## src/rtl/emm_pkg.sv

```systemverilog
`timescale 1ns/1ps
package emm_pkg;
  // strobes from control to datapath
  typedef struct packed {
    logic clearEvt;    // new event accepted: clear sticky flags, timeout, alarm
    logic bumpCount;   // increment global counter, load event number
    logic latchReady;  // capture slave ready pulses
    logic tmoRun;      // waiting phase: run timeout counter
  } emm_ctl_t;

  typedef enum logic [2:0] {
    ST_IDLE   = 3'd0,
    ST_SETTLE = 3'd1,
    ST_HOLD   = 3'd2,
    ST_STROBE = 3'd3,
    ST_WAIT   = 3'd4
  } emm_state_e;
endpackage

```

## src/rtl/emm_ctrl.sv

```systemverilog
`timescale 1ns/1ps
module emm_ctrl
  import emm_pkg::*;
(
  input  logic     clk,
  input  logic     rst,
  input  logic     trigIn,
  input  logic     allReady,
  output emm_ctl_t ctl,
  output logic     busy,
  output logic     evtStrobe
);
  emm_state_e state, stateNext;
  logic accept;

  assign accept = trigIn && (state == ST_IDLE);

  always_comb begin
    stateNext = state;
    unique case (state)
      ST_IDLE:   if (accept) stateNext = ST_SETTLE;
      ST_SETTLE: stateNext = ST_HOLD;
      ST_HOLD:   stateNext = ST_STROBE;
      ST_STROBE: stateNext = ST_WAIT;
      ST_WAIT:   if (allReady) stateNext = ST_IDLE;
      default:   stateNext = ST_IDLE;
    endcase
  end

  always_ff @(posedge clk) begin
    if (rst) state <= ST_IDLE;
    else     state <= stateNext;
  end

  always_comb begin
    ctl.clearEvt   = accept;
    ctl.bumpCount  = accept;
    ctl.latchReady = (state != ST_IDLE);
    ctl.tmoRun     = (state == ST_WAIT);
  end

  assign busy      = (state != ST_IDLE) || accept;
  assign evtStrobe = (state == ST_STROBE);
endmodule

```

## src/rtl/emm_datapath.sv

```systemverilog
`timescale 1ns/1ps
module emm_datapath
  import emm_pkg::*;
#(
  parameter int NUM_SLAVES = 5,
  parameter int CNT_W      = 24,
  parameter int NUM_W      = 8,
  parameter int TMO_W      = 16
) (
  input  logic                  clk,
  input  logic                  rst,
  input  emm_ctl_t              ctl,
  input  logic [NUM_SLAVES-1:0] slaveEnable,
  input  logic [NUM_SLAVES-1:0] slaveReady,
  input  logic [TMO_W-1:0]      timeoutLimit,
  output logic                  allReady,
  output logic [CNT_W-1:0]      eventCount,
  output logic [NUM_W-1:0]      evtNum,
  output logic                  alarm,
  output logic [NUM_SLAVES-1:0] alarmMask
);
  localparam logic [TMO_W-1:0] TMO_MAX = '1;

  logic [CNT_W-1:0]      countNext;
  logic [NUM_SLAVES-1:0] gotReady;
  logic [TMO_W-1:0]      tmoCnt;
  logic                  tmoHit;

  assign countNext = eventCount + CNT_W'(1);

  always_ff @(posedge clk) begin
    if (rst) begin
      eventCount <= '0;
      evtNum     <= '0;
    end else if (ctl.bumpCount) begin
      eventCount <= countNext;
      evtNum     <= countNext[NUM_W-1:0];
    end
  end

  // sticky per-slave handshake flags
  for (genvar s = 0; s < NUM_SLAVES; s++) begin : g_slave
    always_ff @(posedge clk) begin
      if (rst || ctl.clearEvt)                  gotReady[s] <= 1'b0;
      else if (ctl.latchReady && slaveReady[s]) gotReady[s] <= 1'b1;
    end
  end

  assign allReady = &(gotReady | ~slaveEnable);

  assign tmoHit = ctl.tmoRun && !allReady && !alarm &&
                  (timeoutLimit != '0) && (tmoCnt == timeoutLimit - TMO_W'(1));

  always_ff @(posedge clk) begin
    if (rst || ctl.clearEvt)
      tmoCnt <= '0;
    else if (ctl.tmoRun && !allReady && tmoCnt != TMO_MAX)
      tmoCnt <= tmoCnt + TMO_W'(1);
  end

  always_ff @(posedge clk) begin
    if (rst || ctl.clearEvt) begin
      alarm     <= 1'b0;
      alarmMask <= '0;
    end else if (tmoHit) begin
      alarm     <= 1'b1;
      alarmMask <= slaveEnable & ~gotReady;
    end
  end
endmodule

```

## src/rtl/event_mgr_master.sv

```systemverilog
`timescale 1ns/1ps
module event_mgr_master
  import emm_pkg::*;
#(
  parameter int NUM_SLAVES = 5,
  parameter int CNT_W      = 24,
  parameter int NUM_W      = 8,
  parameter int TMO_W      = 16
) (
  input  logic                  clk,
  input  logic                  rst,
  input  logic                  trigIn,
  input  logic [NUM_SLAVES-1:0] slaveEnable,
  input  logic [NUM_SLAVES-1:0] slaveReady,
  input  logic [TMO_W-1:0]      timeoutLimit,
  output logic                  busy,
  output logic [NUM_W-1:0]      evtNum,
  output logic                  evtStrobe,
  output logic [CNT_W-1:0]      eventCount,
  output logic                  alarm,
  output logic [NUM_SLAVES-1:0] alarmMask
);
  emm_ctl_t ctl;
  logic     allReady;

  emm_ctrl ctrl_i (
    .clk       (clk),
    .rst       (rst),
    .trigIn    (trigIn),
    .allReady  (allReady),
    .ctl       (ctl),
    .busy      (busy),
    .evtStrobe (evtStrobe)
  );

  emm_datapath #(
    .NUM_SLAVES (NUM_SLAVES),
    .CNT_W      (CNT_W),
    .NUM_W      (NUM_W),
    .TMO_W      (TMO_W)
  ) dp_i (
    .clk          (clk),
    .rst          (rst),
    .ctl          (ctl),
    .slaveEnable  (slaveEnable),
    .slaveReady   (slaveReady),
    .timeoutLimit (timeoutLimit),
    .allReady     (allReady),
    .eventCount   (eventCount),
    .evtNum       (evtNum),
    .alarm        (alarm),
    .alarmMask    (alarmMask)
  );
endmodule

```

## config.mk

```make
export PLATFORM = sky130hd
export DESIGN_NAME = event_mgr_master
export DESIGN_NICKNAME = d
export VERILOG_FILES = /design/src/rtl/emm_pkg.sv /design/src/rtl/emm_ctrl.sv /design/src/rtl/emm_datapath.sv /design/src/rtl/event_mgr_master.sv
export SDC_FILE = /design/constraint.sdc
export NUM_CORES = 1
export LEC_CHECK = 0
export BUFFER_PORTS_ARGS = -buffer_cell sky130_fd_sc_hd__buf_2
export CAP_MARGIN = 20
export CELL_PAD_IN_SITES_DETAIL_PLACEMENT = 0
export CELL_PAD_IN_SITES_GLOBAL_PLACEMENT = 1
export CORE_UTILIZATION = 35
export CTS_CLUSTER_SIZE = 10
export DETAILED_ROUTE_END_ITERATION = 10
export PLACE_DENSITY = 0.69
export SYNTH_ARGS = -nofsm -noshare
export SYNTH_HDL_FRONTEND = slang
export SYNTH_SLANG_ARGS = --single-unit
```

## constraint.sdc

```tcl
create_clock -name clk -period 4.3 [get_ports clk]
set_input_delay 0.86 -clock clk [delete_from_list [all_inputs] [get_ports clk]]
set_output_delay 0.86 -clock clk [all_outputs]
set_load 0.01 [all_outputs]
```

## Word-level counts from Yosys, hierarchy flattened

Index checks and enable logic that the tools add are counted.

- Add/sub/neg operators: 3
- Multipliers: 0
- Divide/modulo/power cells: 0
- Magnitude comparators: 0
- Eq/ne operators: 8
- Shift operators: 0
- Mux-type cells: 3
- Bitwise operators: 4
- Reduce and logical (&&, ||, !) cells: 20

Operators with widths:

| kind | count |
|---|---|
| $add A24 B1 Y24 const B | 1 |
| $add A16 B1 Y16 const B | 1 |
| $eq A16 B16 Y1 | 1 |
| $ne A16 B16 Y1 const B | 1 |
| $reduce_bool A16 Y1 | 1 |
| $sub A16 B1 Y16 const B | 1 |
| $pmux W3 S5 | 1 |
| $logic_and A1 B1 Y1 | 11 |
| $not A5 Y5 | 2 |
| $eq A3 B2 Y1 const B | 2 |
| $mux W3 | 2 |
| $and A5 B5 Y5 | 1 |
| $or A5 B5 Y5 | 1 |
| $reduce_and A5 Y1 | 1 |
| $eq A3 B1 Y1 const B | 1 |
| $eq A3 B3 Y1 const B | 1 |
| $logic_not A3 Y1 | 1 |
| $reduce_bool A3 Y1 | 1 |
| $logic_not A1 Y1 | 2 |
| $logic_or A1 B1 Y1 | 2 |
| $ne A2 B1 Y1 const B | 1 |
| $ne A2 B2 Y1 const B | 1 |
| $reduce_and A2 Y1 | 1 |

- Register bits after elaboration: 62
- Latch bits: 0
- Memory bits (writable): 0
- Bits in read-only memories: 0
- Bits of input ports: 29
- Output and inout port bits: 40
- Memories kept: 0

## Logic depth before layout (Yosys ltp)

- Word-level depth: 8
- Depth in mapped cells: 9

## By module

A second synthesis with hierarchy kept.

- Cell total of the unflattened synthesis: 352
- Area, all modules: 2947.8 um2

By module, submodules not included:

| module | times used | cells an instance | area an instance (um2) | sequential area each (um2) |
|---|---|---|---|---|
| emm_datapath | 1 | 334 | 2793.9 | 1021.0 |
| emm_ctrl | 1 | 18 | 153.9 | 60.1 |

## Worst setup path after synthesis

No wires, ideal clock.

- Kind: input -> register
- Start point: input timeoutLimit[0]
- End point: register dp_i.alarmMask[0]
- Setup time: 0.122 ns
- Data arrival time: 2.766 ns
- Required time: 4.178 ns
- Slack: 1.412 ns
- Stages on the path: 9
- Path buffers: 0
- Path through: inv_1 -> ha_1 -> or4b_4 -> nor4b_1 -> xnor2_1 -> o2111ai_1 -> or2_2 -> o21ai_0 -> a21oi_1

- Word-level cells in the longest chain between the ends: 3

RTL lines:

| item | RTL line | text |
|---|---|---|
| start: declaration | event_mgr_master.sv:15 | `input logic [TMO_W-1:0] timeoutLimit,` |
| $sub A16 B1 Y16 / $reduce_bool A16 Y1 (equally long branches) | emm_datapath.sv:52 | `(timeoutLimit != '0) && (tmoCnt == timeoutLimit - TMO_W'(1));` |
| $eq A16 B16 Y1 / $logic_and A1 B1 Y1 (equally long branches) | emm_datapath.sv:52, emm_datapath.sv:51 |  |
| $logic_and A1 B1 Y1 (*) | emm_datapath.sv:52 |  |
| end signal: assignment | emm_datapath.sv:67 | `alarmMask <= slaveEnable & ~gotReady;` |
| end: declaration | emm_datapath.sv:20 | `output logic [NUM_SLAVES-1:0] alarmMask` |

Mark *: on every way between the ends. The rest lies on a longest branch, timed or not.
A chain may end at the register's enable or synchronous reset.

## Worst setup path in the final report

- Start point: input timeoutLimit[0]
- End point: register dp_i.alarmMask[3]

The elaborated chain is that of the path after synthesis.

==> summary.txt <==
Status -> complete, no violations
Routed wire length -> 6890 um
YS warnings -> 0
Crit path from -> timeoutLimit[0]
Unique masters post-synth -> 64
Non-filler cells, final -> 513
WL per Instance -> 13.4 um
Remaining Overflow, GRT -> 0
Syn avg cell area -> 8.76 um2
Reg-to-Reg End -> dp_i.alarmMask[3]
Clk sinks -> 54
Fmax -> 335 MHz
Static leakage -> 0.00140 uW
CORE AREA -> 8340 um2
Most crowded layer after global routing -> met2
Number of synthesized flops with an enable pin -> 0
Complex-gate fraction of the synthesized area -> 0.115
Mapped Area -> 3070 um2
CTS Root Buffer Type -> clkbuf_8
Post-DR vias/cell -> 5.17
Worst Setup Slack post-DPL -> 0.973 ns
R2r setup slk -> 1.91 ns
Synth Register Bits -> 54
Hold WS -> 0.470 ns
Worst clock skew -> 0.0136 ns
Req. time, crit path -> 4.49 ns
First-pass GRT wire length -> 11,400 um
Pwr Density -> 282 nW/um2
HP Start -> dp_i.gotReady[4]
Die ar. -> 9160 um2
Vias in the first global route -> 2,425
P_sw -> 259 uW
Xor/xnor share of the synthesized area -> 0.154
Asr flop ratio synth -> 0
Worst Path Class, Setup -> in -> reg
Multi-input logic area -> 1850 um2
Reg2reg path depth -> 7
CTS Hold Bufs -> 0
Num rows -> 33
Post-synth net total -> 383
CTS Buffer Depth -> 2
Final TNS setup -> 0 ns
Seq/Total Area, Yosys -> 0.352
M2 GR Usage -> 0.263
Crit path time final -> 2.99 ns
CTS tree -> yes
Startpoint Class -> primary input
GRT met3 Usage -> 0.0300
WHS Path Cells -> 2
Synth cell count leaders -> nor2_1, dfxtp_1, xor2_1
Clock buffer count from CTS -> 5
Filler cells -> 891
Htree depth -> 2
Met1 Use GR -> 0.209
Clock power share -> 0.355
Initial drt markers -> 93
Register area -> 1080 um2
Worst-path fanout max -> 7
Dpl hpwl -> 5180 um
Max-cap violations -> 0
RSZ-0062 raised after global routing -> no
CTS clock-pin slew for the worst setup and hold paths -> 0.11 ns
Placed cell count -> 505
Final RePlAce weighted congestion -> 0.817
Slew at the pin closest to its max-slew limit -> 0.814 ns
Adder-Cell Fraction of Synth Area -> 0.0122
Final Hold Violating Endpoints -> 0
Largest cells by area after synthesis -> dfxtp_1, xor2_1, nor2_1
Hold WC Path Type -> reg -> reg
Critical path arrival -> 3.17 ns
Relative slew slack -> 0.454
Final setup fails -> 0
Antenna Cells -> 0
Power consumption -> 998 uW
DRC viols -> 0
Router iterations before antenna repair -> 4
Multiplexer area fraction after synthesis -> 0.0163
CP endpoint kind -> flop
Synth Flop Type -> dfxtp_1
Sequential Power Share -> 0.524
Peak VDD IR -> 165 uV
Net Sw Frac -> 0.260
Post-synthesis cell count -> 351
Port bufs -> 68
Setup Fix Bufs, Post-CTS -> 0
Antenna-violating nets left -> 0
Worst-skew pair later-pin latency -> 0.31 ns
Internal -> 739 uW
Ports -> 69
Post-cts sizing count -> 0
Final worst path period share -> 0.694
Area grow syn2layout -> 15.1%
Comb pwr share -> 0.121
Top-area cell type share of the netlist area -> 0.352
Initial antenna violation count -> 0
Share of cells above drive strength 1 -> 0.257
Reg-to-Reg Start -> dp_i.tmoCnt[3]
Gr usage total -> 0.159
Hold EP -> dp_i.gotReady[4]
Setup slack after layout -> 1.31 ns
Largest family of logic cells by synthesized area -> simple AND/OR/NAND/NOR gates
Vias -> 2,650
Die Span X -> 95.7 um
Max Slew Vio Count -> 0
Area share of and/or/nand/nor cells after synthesis -> 0.303
Largest net degree at the start of global routing -> 29
Die Ht -> 95.7 um
Final Net Count -> 439
Most common cell in the netlist -> nor2_1
Synth area leader -> dfxtp_1
Initial Utilization -> 0.369
## worst max path at each step
stage                              to  cells after the start
CTS                 dp_i.alarmMask[3]                     10
detailed placement  dp_i.alarmMask[3]                     10
floorplan           dp_i.alarmMask[0]                      9
finish              dp_i.alarmMask[3]                     10
global placement    dp_i.alarmMask[2]                     10
global route        dp_i.alarmMask[3]                     10
## through the flow
step,util,cell area (um2)
5_1_grt,0.424,3540
2_1_floorplan,-,3070
6_report,0.424,3540
4_1_cts,0.424,3540
3_5_place_dp,0.410,3420
3_3_place_gp,0.410,3420
## metal layers
| layer | vias to the layer above | part of all wire |
|---|---|---|
| met1 | 1235 | 0.48 |
| met2 | 64 | 0.47 |
| met4 | 0 | 0.012 |
| met3 | 6 | 0.042 |
| met5 | - | 0 |
| li1 | 1345 | - |
## area by class of cell
cell class | count | area share
inverter | 4 | 0.00424
sequential | 54 | 0.306
clock buffer | 5 | 0.0194
tap | 105 | 0.0371
multi-input combinational | 273 | 0.522
clock inverter | 3 | 0.0138
timing repair buffer | 69 | 0.0983
## state kept, by name, summed over array words and instances (netlist names)
name,cells
dp_i.evtNum,7
dp_i.tmoCnt,16
dp_i.eventCount,17
ctrl_i.state,3
dp_i.alarmMask,5
dp_i.alarm,1
dp_i.gotReady,5
## cells in the final DEF, fill, tap and decap left out, types with 2 or more instances in the layout
master | synthesis | routed
and4_1 | 5 | 5
and3_1 | 7 | 7
nor4b_1 | 2 | 2
nand3b_1 | 3 | 3
dfxtp_1 | 54 | 54
nand4_1 | 10 | 10
mux2i_1 | 5 | 5
a211oi_1 | 2 | 2
or2_2 | 4 | 4
nand2_1 | 16 | 16
o211ai_1 | 2 | 2
a21oi_1 | 16 | 16
nor2_1 | 55 | 55
or3_1 | 3 | 3
xor2_1 | 35 | 35
o21ai_0 | 9 | 9
inv_1 | 4 | 4
or4_1 | 2 | 2
nand3_1 | 24 | 24
ha_1 | 3 | 3
buf_2 | 2 | 68
xnor2_1 | 19 | 19
o2111ai_1 | 3 | 3
nor2b_1 | 5 | 5
and2_1 | 2 | 2
nor3_1 | 5 | 5
nor4_1 | 4 | 4
clkbuf_8 | 1 | 5
## cells by family (layout without fill, tap and decap cells)
logic type      count (synthesis)  after routing
fa+ha+maj                       3              3
xor+xnor                       54             54
simple gates                  165            165
flops                          54             54
buf+inv                        24             81
mux                             5              5
compound gates                 46             46
## power groups by stage
stage / clock, uW / combinational, uW / sequential (uW)
finish: 354 / 121 / 522
CTS: 372 / 123 / 523
floorplan: 0 / 86.2 / 533
detailed placement: 0 / 122 / 534
global placement: 0 / 121 / 534
global route: 389 / 137 / 525
## critical path: stages
cell,delay (ns)
buf_2,0.13
inv_1,0.06
ha_1,0.27
or4b_4,0.54
o41ai_1,0.35
xnor2_1,0.17
o311a_1,0.21
o2111ai_1,0.25
o21ai_0,0.24
a21oi_1,0.09
No activity file was read; power rests on OpenSTA's default activity.
